--- src/rtl/fod_pkg.sv ---
package fod_pkg;
  localparam int DEST_W = 11;
  localparam int STEP_W = 5;

  typedef enum logic [1:0] {
    PATH_RECIRC   = 2'b00,
    PATH_AGC_MAIN = 2'b01,
    PATH_DIRECT   = 2'b10,
    PATH_AGC_CAS  = 2'b11
  } path_e;

  typedef enum logic [1:0] {
    SRC_NONE   = 2'd0,
    SRC_NEW    = 2'd1,
    SRC_RECIRC = 2'd2,
    SRC_MAGPH  = 2'd3
  } src_e;

  // Field layout, most significant first; the bit positions are decoded.
  typedef struct packed {
    logic              gain_sel;  // bit 10
    logic              agc_upd;   // bit 9
    path_e             path;      // bits 8:7
    logic              strobe;    // bit 6
    logic              fb;        // bit 5
    logic [STEP_W-1:0] step;      // bits 4:0
  } dest_t;
endpackage

--- src/rtl/fod_decode.sv ---
module fod_decode
  import fod_pkg::*;
(
  input  logic              valid,
  input  logic [DEST_W-1:0] dest,
  output logic              rec_req,
  output logic              fb_req,
  output logic              fifo_req,
  output logic              fifo_cas,
  output logic              cas_req,
  output logic              agc_fire,
  output logic              gsel,
  output logic              ser_fire,
  output logic [STEP_W-1:0] step
);
  dest_t d;
  assign d = dest_t'(dest);

  always_comb begin
    rec_req  = 1'b0;
    fifo_req = 1'b0;
    fifo_cas = 1'b0;
    cas_req  = 1'b0;
    agc_fire = 1'b0;
    if (valid) begin
      unique case (d.path)
        PATH_RECIRC:   rec_req = 1'b1;
        PATH_AGC_MAIN: begin
          fifo_req = 1'b1;
          agc_fire = d.agc_upd;
        end
        PATH_DIRECT:   cas_req = 1'b1;
        PATH_AGC_CAS:  begin
          fifo_req = 1'b1;
          fifo_cas = 1'b1;
        end
        default: ;
      endcase
    end
  end

  assign gsel     = d.gain_sel;
  assign fb_req   = valid && d.fb;
  assign ser_fire = valid && d.strobe;
  assign step     = d.step;

  always_comb begin
    if (valid) begin
      a_r5_one_path: assert ($countones({rec_req, fifo_req, cas_req}) == 1);
    end
  end
endmodule

--- src/rtl/fod_engine_mux.sv ---
module fod_engine_mux
  import fod_pkg::*;
#(
  parameter int W = 16
) (
  input  logic              clk,
  input  logic              rst_n,
  input  logic              new_valid,
  input  logic [W-1:0]      new_i,
  input  logic [W-1:0]      new_q,
  input  logic              rec_req,
  input  logic [W-1:0]      rec_i,
  input  logic [W-1:0]      rec_q,
  input  logic              fb_req,
  input  logic [W-1:0]      mag_in,
  input  logic [W-1:0]      dphi_in,
  input  logic [1:0]        dphi_scale,
  input  logic [STEP_W-1:0] step_in,
  output logic              eng_valid,
  output logic [1:0]        eng_src,
  output logic [W-1:0]      eng_i,
  output logic [W-1:0]      eng_q,
  output logic [STEP_W-1:0] eng_step
);
  localparam int WX = W + 3;

  // Signed shift by 0..3 with clamping to the W-bit signed range.
  function automatic logic [W-1:0] sat_scale(input logic [W-1:0] v, input logic [1:0] k);
    logic signed [WX-1:0] wide;
    logic signed [WX-1:0] hi;
    logic signed [WX-1:0] lo;
    wide = signed'({{3{v[W-1]}}, v}) <<< k;
    hi   = signed'({4'b0000, {(W-1){1'b1}}});
    lo   = signed'({4'b1111, {(W-1){1'b0}}});
    if (wide > hi)      return hi[W-1:0];
    else if (wide < lo) return lo[W-1:0];
    else                return wide[W-1:0];
  endfunction

  src_e         sel_c;
  src_e         src_q;
  logic [W-1:0] dat_i_c;
  logic [W-1:0] dat_q_c;
  logic [W-1:0] dphi_scaled;

  assign dphi_scaled = sat_scale(dphi_in, dphi_scale);

  always_comb begin
    if (fb_req) begin
      sel_c   = SRC_MAGPH;
      dat_i_c = mag_in;
      dat_q_c = dphi_scaled;
    end else if (rec_req) begin
      sel_c   = SRC_RECIRC;
      dat_i_c = rec_i;
      dat_q_c = rec_q;
    end else if (new_valid) begin
      sel_c   = SRC_NEW;
      dat_i_c = new_i;
      dat_q_c = new_q;
    end else begin
      sel_c   = SRC_NONE;
      dat_i_c = '0;
      dat_q_c = '0;
    end
  end

  always_ff @(posedge clk) begin
    if (!rst_n) begin
      src_q    <= SRC_NONE;
      eng_i    <= '0;
      eng_q    <= '0;
      eng_step <= '0;
    end else begin
      src_q <= sel_c;
      if (sel_c != SRC_NONE) begin
        eng_i <= dat_i_c;
        eng_q <= dat_q_c;
      end
      if (fb_req || rec_req) eng_step <= step_in;
    end
  end

  assign eng_src   = src_q;
  assign eng_valid = (src_q != SRC_NONE);

  a_r9_feedback_first: assert property (@(posedge clk) disable iff (!rst_n)
    fb_req |=> (eng_src == SRC_MAGPH));
  a_r9_recirc_over_new: assert property (@(posedge clk) disable iff (!rst_n)
    (rec_req && !fb_req) |=> (eng_src == SRC_RECIRC));
  a_r9_new_only_alone: assert property (@(posedge clk) disable iff (!rst_n)
    (eng_src == SRC_NEW) |-> $past(new_valid && !fb_req && !rec_req));
  a_r8_mag_passes: assert property (@(posedge clk) disable iff (!rst_n)
    (eng_src == SRC_MAGPH) |-> (eng_i == $past(mag_in)));
  a_r11_engine_hold: assert property (@(posedge clk) disable iff (!rst_n)
    !eng_valid |-> ($stable(eng_i) && $stable(eng_q)));
endmodule

--- src/rtl/fod_out_stage.sv ---
module fod_out_stage
  import fod_pkg::*;
#(
  parameter int W = 16
) (
  input  logic              clk,
  input  logic              rst_n,
  input  logic              ld,
  input  logic [W-1:0]      d_i,
  input  logic [W-1:0]      d_q,
  input  logic [STEP_W-1:0] d_step,
  output logic              vld,
  output logic [W-1:0]      q_i,
  output logic [W-1:0]      q_q,
  output logic [STEP_W-1:0] q_step
);
  always_ff @(posedge clk) begin
    if (!rst_n) begin
      vld    <= 1'b0;
      q_i    <= '0;
      q_q    <= '0;
      q_step <= '0;
    end else begin
      vld <= ld;
      if (ld) begin
        q_i    <= d_i;
        q_q    <= d_q;
        q_step <= d_step;
      end
    end
  end

  a_r11_lane_hold: assert property (@(posedge clk) disable iff (!rst_n)
    !vld |-> ($stable(q_i) && $stable(q_q) && $stable(q_step)));
  a_r10_step_follows: assert property (@(posedge clk) disable iff (!rst_n)
    vld |-> (q_step == $past(d_step)));
endmodule

--- src/rtl/fod_router.sv ---
module fod_router
  import fod_pkg::*;
#(
  parameter int DATA_W = 16
) (
  input  logic              clk,
  input  logic              rst_n,
  input  logic              res_valid,
  input  logic [DATA_W-1:0] res_i,
  input  logic [DATA_W-1:0] res_q,
  input  logic [10:0]       res_dest,
  input  logic              new_valid,
  input  logic [DATA_W-1:0] new_i,
  input  logic [DATA_W-1:0] new_q,
  input  logic [DATA_W-1:0] mag_in,
  input  logic [DATA_W-1:0] dphi_in,
  input  logic [1:0]        dphi_scale,
  output logic              eng_valid,
  output logic [1:0]        eng_src,
  output logic [DATA_W-1:0] eng_i,
  output logic [DATA_W-1:0] eng_q,
  output logic [4:0]        eng_step,
  output logic              fifo_wr,
  output logic              fifo_to_cas,
  output logic [DATA_W-1:0] fifo_i,
  output logic [DATA_W-1:0] fifo_q,
  output logic [4:0]        fifo_step,
  output logic              cas_valid,
  output logic [DATA_W-1:0] cas_i,
  output logic [DATA_W-1:0] cas_q,
  output logic [4:0]        cas_step
  ,
  output logic              agc_upd,
  output logic              agc_gsel,
  output logic              ser_start
);
  localparam int LANES = 2;  // lane 0: FIFO write, lane 1: direct cascade

  // Decoded routing events, named for the assertions.
  logic              ev_rec, ev_fb, ev_fifo, ev_fifo_cas, ev_cas;
  logic              ev_agc, ev_gsel, ev_ser;
  logic [STEP_W-1:0] ev_step;

  fod_decode u_dec (
    .valid    (res_valid),
    .dest     (res_dest),
    .rec_req  (ev_rec),
    .fb_req   (ev_fb),
    .fifo_req (ev_fifo),
    .fifo_cas (ev_fifo_cas),
    .cas_req  (ev_cas),
    .agc_fire (ev_agc),
    .gsel     (ev_gsel),
    .ser_fire (ev_ser),
    .step     (ev_step)
  );

  fod_engine_mux #(.W(DATA_W)) u_eng (
    .clk        (clk),
    .rst_n      (rst_n),
    .new_valid  (new_valid),
    .new_i      (new_i),
    .new_q      (new_q),
    .rec_req    (ev_rec),
    .rec_i      (res_i),
    .rec_q      (res_q),
    .fb_req     (ev_fb),
    .mag_in     (mag_in),
    .dphi_in    (dphi_in),
    .dphi_scale (dphi_scale),
    .step_in    (ev_step),
    .eng_valid  (eng_valid),
    .eng_src    (eng_src),
    .eng_i      (eng_i),
    .eng_q      (eng_q),
    .eng_step   (eng_step)
  );

  logic [LANES-1:0]             lane_ld;
  logic [LANES-1:0]             lane_vld;
  logic [LANES-1:0][DATA_W-1:0] lane_i;
  logic [LANES-1:0][DATA_W-1:0] lane_q;
  logic [LANES-1:0][STEP_W-1:0] lane_step;

  assign lane_ld = {ev_cas, ev_fifo};

  for (genvar g = 0; g < LANES; g++) begin : g_lane
    fod_out_stage #(.W(DATA_W)) u_stage (
      .clk    (clk),
      .rst_n  (rst_n),
      .ld     (lane_ld[g]),
      .d_i    (res_i),
      .d_q    (res_q),
      .d_step (ev_step),
      .vld    (lane_vld[g]),
      .q_i    (lane_i[g]),
      .q_q    (lane_q[g]),
      .q_step (lane_step[g])
    );
  end

  assign fifo_wr   = lane_vld[0];
  assign fifo_i    = lane_i[0];
  assign fifo_q    = lane_q[0];
  assign fifo_step = lane_step[0];
  assign cas_valid = lane_vld[1];
  assign cas_i     = lane_i[1];
  assign cas_q     = lane_q[1];
  assign cas_step  = lane_step[1];

  always_ff @(posedge clk) begin
    if (!rst_n) begin
      fifo_to_cas <= 1'b0;
      agc_upd     <= 1'b0;
      agc_gsel    <= 1'b0;
      ser_start   <= 1'b0;
    end else begin
      agc_upd   <= ev_agc;
      ser_start <= ev_ser;
      if (ev_fifo) fifo_to_cas <= ev_fifo_cas;
      if (ev_agc)  agc_gsel    <= ev_gsel;
    end
  end

  a_r6_agc_path01_only: assert property (@(posedge clk) disable iff (!rst_n)
    agc_upd |-> $past(res_valid && res_dest[8:7] == 2'b01 && res_dest[9]));
  a_r6_gsel_holds: assert property (@(posedge clk) disable iff (!rst_n)
    !agc_upd |-> $stable(agc_gsel));
  a_r7_strobe_source: assert property (@(posedge clk) disable iff (!rst_n)
    ser_start |-> $past(res_valid && res_dest[6]));
  a_r4_direct_not_fifo: assert property (@(posedge clk) disable iff (!rst_n)
    !(cas_valid && fifo_wr));
  a_r3_fifo_data: assert property (@(posedge clk) disable iff (!rst_n)
    fifo_wr |-> (fifo_i == $past(res_i) && fifo_q == $past(res_q)));
endmodule

--- config.mk ---
export PLATFORM = sky130hd
export DESIGN_NAME = fod_router
export DESIGN_NICKNAME = d
export VERILOG_FILES = /design/src/rtl/fod_pkg.sv /design/src/rtl/fod_decode.sv /design/src/rtl/fod_engine_mux.sv /design/src/rtl/fod_out_stage.sv /design/src/rtl/fod_router.sv
export SDC_FILE = /design/constraint.sdc
export NUM_CORES = 1
export LEC_CHECK = 0
export CAP_MARGIN = 10
export CELL_PAD_IN_SITES_DETAIL_PLACEMENT = 0
export CELL_PAD_IN_SITES_GLOBAL_PLACEMENT = 1
export CORE_AREA = 2 2 100 121
export DETAILED_ROUTE_END_ITERATION = 7
export DIE_AREA = 0 0 102 123
export DONT_BUFFER_PORTS = 1
export GPL_TIMING_DRIVEN = 0
export PLACE_DENSITY_LB_ADDON = 0.25
export REMOVE_ABC_BUFFERS = 1
export SLEW_MARGIN = 10
export SYNTH_ARGS = -nofsm -noshare
export SYNTH_HDL_FRONTEND = slang
export SYNTH_HIERARCHICAL = 1
export SYNTH_SLANG_ARGS = --single-unit
--- constraint.sdc ---
create_clock -name clk -period 5.3 [get_ports clk]
set_input_delay 1.06 -clock clk [delete_from_list [all_inputs] [get_ports clk]]
set_output_delay 1.06 -clock clk [all_outputs]
set_load 0.01 [all_outputs]
==> results of run 1 <==
[worst reg2reg max path: cells and delay by family (launching register included)]
family,cells,cell delay (ps)
AOI/OAI and AO/OA,1,200
DFF,1,340
muxes,2,530
[final timing paths]
| check | endpoint | slack [ps] | depth (start not counted) |
|---|---|---|---|
| worst max-delay path | u_eng/eng_i[5] | 2780 | 7 |
| worst min-delay path | u_eng/eng_q[3] | 490 | 2 |
| worst max register to register | u_eng/eng_q[1] | 4140 | 3 |
| worst min register to register | u_eng/eng_q[3] | 490 | 2 |
[registers in the layout, summed over array words and instances, names as in the netlist]
register	count
u_eng/eng_i	16
fifo_to_cas	1
agc_gsel	1
u_eng/eng_q	16
g_lane.u_stage/q_step	10
u_eng/eng_step	5
g_lane.u_stage/vld	2
g_lane.u_stage/q_i	32
ser_start	1
u_eng/eng_src	2
g_lane.u_stage/q_q	32
agc_upd	1
[final cells by class]
| type | count | area [sq um] |
|---|---|---|
| multi-input cells | 390 | 2890 |
| repair buffers | 4 | 65.1 |
| well taps | 157 | 196 |
| clock buffers | 21 | 450 |
| flip-flops and latches | 119 | 2380 |
| clock inverters | 10 | 57.6 |
| inverters | 5 | 18.8 |
| fillers | 1062 | 5350 |
[power groups by stage]
stage | combinational [mW] | sequential, mW | clock [mW]
floorplan | 0.155 | 1.01 | 0
global placement | 0.184 | 1.02 | 0
detailed placement | 0.190 | 1.02 | 0
CTS | 0.191 | 1.00 | 1.01
global route | 0.210 | 1.01 | 1.05
finish | 0.190 | 1.00 | 0.987
[metal layers]
layer | track usage, % | vias to the layer above | part of all wire [%]
met2 | 38.1 | 144 | 52
li1 | - | 1916 | -
met3 | 8.31 | 10 | 8.6
met5 | 0 | - | 0
met4 | 7.92 | 0 | 1.0
met1 | 24.1 | 1905 | 39
[metrics by stage]
| step | instance area [sq um] | TNS [ps] | utilization [%] | hold WS (ps) |
|---|---|---|---|---|
| after detailed placement | 5540 | 0 | 48.6 | 490 |
| after global routing | 6060 | 0 | 53.1 | 517 |
| after floorplan | 5260 | 0 | - | 470 |
| final | 6060 | 0 | 53.1 | 494 |
| after CTS | 6050 | 0 | 53.0 | 498 |
| after global placement | 5460 | -11940 | 47.9 | 488 |
[cell families (layout without fill, tap and decap cells)]
logic type | Yosys count | in the layout | share of synthesized area, %
multiplexers | 93 | 93 | 17.4
buffers and inverters | 56 | 40 | 6.14
AND/OR/NAND/NOR | 187 | 187 | 19.0
flip-flops | 119 | 119 | 42.6
AO/OA/AOI/OAI | 110 | 110 | 14.8
[layout by cell type, fill, tap and decap left out, drive strengths merged, types with 9 or more instances in the layout]
cell and count:
a21oi 21, o21ai 18, a221o 12, o21a 16, nand2 33, nor2 35, o41a 9, mux2i 77
clkbuf 21, mux2 14, dfxtp 119, nor3b 16, nor2b 82, a22o 16
==> impl_metrics.env, run 1 <==
export IMPL_hold_path_class="flop to flop"
export IMPL_p_per_area_nw_per_um2=360
export IMPL_wl_per_cell_microns=20.1
export IMPL_ir_drop_mv=0.164
export IMPL_avgSynthCellArea_sq_um=9.89
export IMPL_clockPowerShare_pct=45.3
export IMPL_start_util_pct=49.0
export IMPL_synth_warning_count=6
export IMPL_synth_most_common_cell="dfxtp_1"
export IMPL_drc=0
export IMPL_clockBufferDepth=2
export IMPL_crit_chain="nor3b_4 -> buf_8 -> buf_8 -> nor2_2 -> and2_1 -> a22o_1 -> o21a_1"
export IMPL_fin_crit_sh_pct=47.6
export IMPL_synth_edf_count=0
export IMPL_wl_mm=14.2
export IMPL_ios=233
export IMPL_drive_above_1_share_pct=11.5
export IMPL_gp_congestion=0.798
export IMPL_cpPeakStageDelay_ps=420
export IMPL_p_int_mw=1.64
export IMPL_startpoint_type="primary input"
export IMPL_die_x_microns=102
export IMPL_port_buffer_count=0
export IMPL_cp_slowest_cell="and2_1"
export IMPL_p_sw_share_pct=24.6
export IMPL_cts_setup_buffers=0
export IMPL_core_area_sq_um=11400
export IMPL_crit_top_cell="buf_8"
export IMPL_cp_end_kind="flop"
export IMPL_hpwl_mm=9.35
export IMPL_seq_power_share_pct=46.0
export IMPL_ys_top_cells_by_area="dfxtp_1, mux2i_1, nor2b_1"
export IMPL_grt_pass1_vias=3956
export IMPL_clock_tree_root_cell="clkbuf_16"
export IMPL_worst_setup_path_type="primary input to flop"
export IMPL_final_min_clock_period_ps=2520
export IMPL_route_vias_total=3975
export IMPL_first_iter_violations=177
export IMPL_dpl_cell_count=675
export IMPL_cts_clk_slew_worst_paths_ps=50
export IMPL_die_height_microns=123
export IMPL_grt_max_degree=121
export IMPL_worstMarginPinSlew_ps=1060
export IMPL_critical_path_startpoint="res_dest[8]"
export IMPL_rsz0062_at_grt="no"
export IMPL_cts_hold_fix_buffers=0
export IMPL_slew_violations=0
export IMPL_status="complete, no violations"
export IMPL_synth_flop_cell="dfxtp_1"
export IMPL_combPwrFrac_pct=8.7
export IMPL_worstSkewPairLatency_ps=400
export IMPL_finalClockSkew_ps=0
export IMPL_fin_cells=706
export IMPL_hold_viol=0
export IMPL_ant_nets=0
export IMPL_dieArea_sq_um=12500
export IMPL_maxCapViolations=0
export IMPL_p_total_mw=2.18
export IMPL_nets=650
export IMPL_max_freq_mhz=396
export IMPL_area_delta_synth_final_pct=8.40
export IMPL_p_sw_uw=535
export IMPL_crit_buf_inv=2
export IMPL_pre_cts_ws_ps=1990
export IMPL_overflow=0
export IMPL_grt_pass1_wl_mm=21.0
export IMPL_setup_ws_ps=2780
export IMPL_synth_cells=565
export IMPL_leakagePower_nw=2.18
export IMPL_antenna_found_initial=0
export IMPL_synth_common_cells="dfxtp_1, nor2b_1, mux2i_1, nand2_1, nor2_1"
export IMPL_hp_start="u_eng/eng_q[3]"
export IMPL_setup_viol=0
export IMPL_reg2reg_from="u_eng/eng_q[1]"
export IMPL_drt_pass1_iterations=4
export IMPL_ys_ff_latch=119
export IMPL_synthArstFlopShare_pct=0
export IMPL_synthDistinctLibCells=45
export IMPL_cts_resized=0
export IMPL_synth_area_sq_um=5590
export IMPL_slew_headroom_pct=29.6
export IMPL_ys_seq_area_share_pct=42.6
export IMPL_cts_buffers=17
export IMPL_critPathTopFamily="simple AND/OR/NAND/NOR gates"
export IMPL_clock_sinks=119
export IMPL_antenna_cells=0
export IMPL_cp_data_required_time_ps=5600
export IMPL_synth_top_cell_by_area="dfxtp_1"
export IMPL_crit_arrival_ps=2820
export IMPL_row_count=43
export IMPL_cts_tree="done"
export IMPL_grt_usage_pct=21.9
export IMPL_h_tree_depth=4
export IMPL_cp_max_fo=24
export IMPL_avgViaCountPerCell=5.63
export IMPL_synthDominantCellAreaShare_pct=42.6
(Power assumes the default switching activity.)
==> run 2, diff against run 1 <==
CORE_AREA = 2 2 109 132   (was 2 2 100 121)
DIE_AREA = 0 0 111 134   (was 0 0 102 123)
clock period = 2.2 ns   (was 5.3 ns; I/O delays follow)
==> run 2 against run 1 <==
  * Design area is 1.6% higher
  * Global-route usage is 2.8 points lower
  * Worst hold slack worse by 330 ps
  * Cell count is 1.8% higher
  * Critical path depth is 1 lower
  * Routed wire length is 4.0% higher
  * Highest routed layer unchanged
==> impl_metrics.env, run 2 (synthesis gave the netlist of run 1 again) <==
export IMPL_clock_sinks=119
export IMPL_area_delta_synth_final_pct=10.1
export IMPL_avgViaCountPerCell=5.51
export IMPL_cts_buffers=17
export IMPL_stdcell_area_sq_um=6150
export IMPL_clockBufferDepth=2
export IMPL_hold_depth=1
export IMPL_setup_viol=0
export IMPL_final_common_cell="dfxtp_1"
export IMPL_cts_clk_slew_worst_paths_ps=60
export IMPL_crit_chain="nor3b_4 -> buf_8 -> nor2_2 -> and2_1 -> a22o_1 -> o21a_1"
export IMPL_grt_pass1_wl_mm=22.3
export IMPL_start_util_pct=41.1
export IMPL_final_min_clock_period_ps=1890
export IMPL_fin_util_pct=45.3
export IMPL_antenna_cells=0
export IMPL_drt_pass1_iterations=4
export IMPL_gp_congestion=0.772
export IMPL_critPathTopFamily="simple AND/OR/NAND/NOR gates"
export IMPL_final_cell_mix="dfxtp_1, nor2b_1, mux2i_1, nand2_1, nor2_1"
export IMPL_cts_hold_fix_buffers=0
export IMPL_drc=0
export IMPL_clock_tree_root_cell="clkbuf_16"
export IMPL_row_count=47
export IMPL_cpPeakStageDelay_ps=490
export IMPL_hold_path_class="primary input to flop"
export IMPL_die_height_microns=134
export IMPL_cp_max_fo=21
export IMPL_antenna_found_initial=0
export IMPL_grt_max_degree=121
export IMPL_worstMarginPinSlew_ps=1040
export IMPL_ir_drop_mv=0.591
export IMPL_leakagePower_nw=2.21
export IMPL_cts_tree="done"
export IMPL_p_per_area_nw_per_um2=916
export IMPL_worst_setup_path_type="primary input to flop"
export IMPL_slew_headroom_pct=30.4
export IMPL_nFillCells=1340
export IMPL_register_area_sq_um=2380
export IMPL_dpl_cell_count=689
export IMPL_grt_usage_pct=19.1
export IMPL_h_tree_depth=4
export IMPL_port_buffer_count=0
export IMPL_slew_violations=0
export IMPL_fin_cells=719
export IMPL_crit_buf_inv=1
export IMPL_hold_viol=0
export IMPL_dpl_cell_area_sq_um=5560
export IMPL_multi_input_area_sq_um=2890
export IMPL_reg2reg_depth=3
export IMPL_first_iter_violations=141
export IMPL_grt_pass1_vias=4054
export IMPL_dieArea_sq_um=14900
export IMPL_cp_end_kind="flop"
export IMPL_route_vias_total=3964
export IMPL_p_total_mw=5.63
export IMPL_overflow=0
export IMPL_core_area_sq_um=13600
export IMPL_drive_above_1_share_pct=11.3
export IMPL_ios=233
export IMPL_rsz0062_at_grt="no"
export IMPL_max_freq_mhz=528
export IMPL_cp_data_required_time_ps=2500
export IMPL_maxCapViolations=0
export IMPL_startpoint_type="primary input"
export IMPL_worstSkewPairLatency_ps=400
export IMPL_hpwl_mm=9.72
export IMPL_nets=650
export IMPL_worst_path_stages=6
export IMPL_wl_mm=14.7
export IMPL_finalClockSkew_ps=0
export IMPL_crit_arrival_ps=2190
export IMPL_ant_nets=0
export IMPL_largestRegisters="g_lane.u_stage/q_i (32), g_lane.u_stage/q_q (32)"
export IMPL_cp_slowest_cell="nor3b_4"
export IMPL_status="complete, no violations"
export IMPL_die_x_microns=111
export IMPL_fin_crit_sh_pct=86.0
export IMPL_wl_per_cell_microns=20.5
[run 2: worst paths after layout]
kind                                      from  slack [ps]             end
worst min register to register  u_eng/eng_q[9]         490  u_eng/eng_q[9]
worst max-delay path               res_dest[8]         310  u_eng/eng_i[3]
worst min-delay path                     rst_n         160  u_eng/eng_i[6]
worst max register to register  u_eng/eng_q[1]        1030  u_eng/eng_q[1]
[run 2: area by class of cell]
cell class,instances,area share (%)
clock buffers,21,7.32
clock inverters,9,2.07
repair buffers,4,1.18
well taps,171,3.48
multi-input cells,390,46.9
inverters,5,0.305
flip-flops and latches,119,38.7
[run 2: where the power goes]
part           switching [mW]  internal, mW  total [mW]
Combinational           0.218         0.244       0.462
Clock                   0.969          1.79        2.76
Sequential              0.138          2.28        2.41
[run 2: through the flow]
step / hold slack (ps) / setup slack (ps) / setup TNS (ps)
floorplan: 470 / -1250 / -39690
global placement: 484 / -3420 / -136880
detailed placement: 489 / -520 / -12940
CTS: 135 / 342 / 0
global route: 137 / 199 / 0
finish: 164 / 307 / 0
[run 2: timing repair]
| action | 4_1_cts | 5_1_grt |
|---|---|---|
| setup buffers | 0 | 0 |
| setup endpoints to repair | 15 | 0 |
| gates resized for setup | 1 | 0 |
[run 2: layer usage]
layer | track usage [%] | vias up | wire length (microns) | share of wire (%)
met5 | 0 | - | 0 | 0
met4 | 6.67 | 0 | 152 | 1.0
met3 | 9.04 | 9 | 1630 | 11
met2 | 32.8 | 180 | 7440 | 51
met1 | 20.7 | 1860 | 5500 | 37
li1 | - | 1915 | - | -
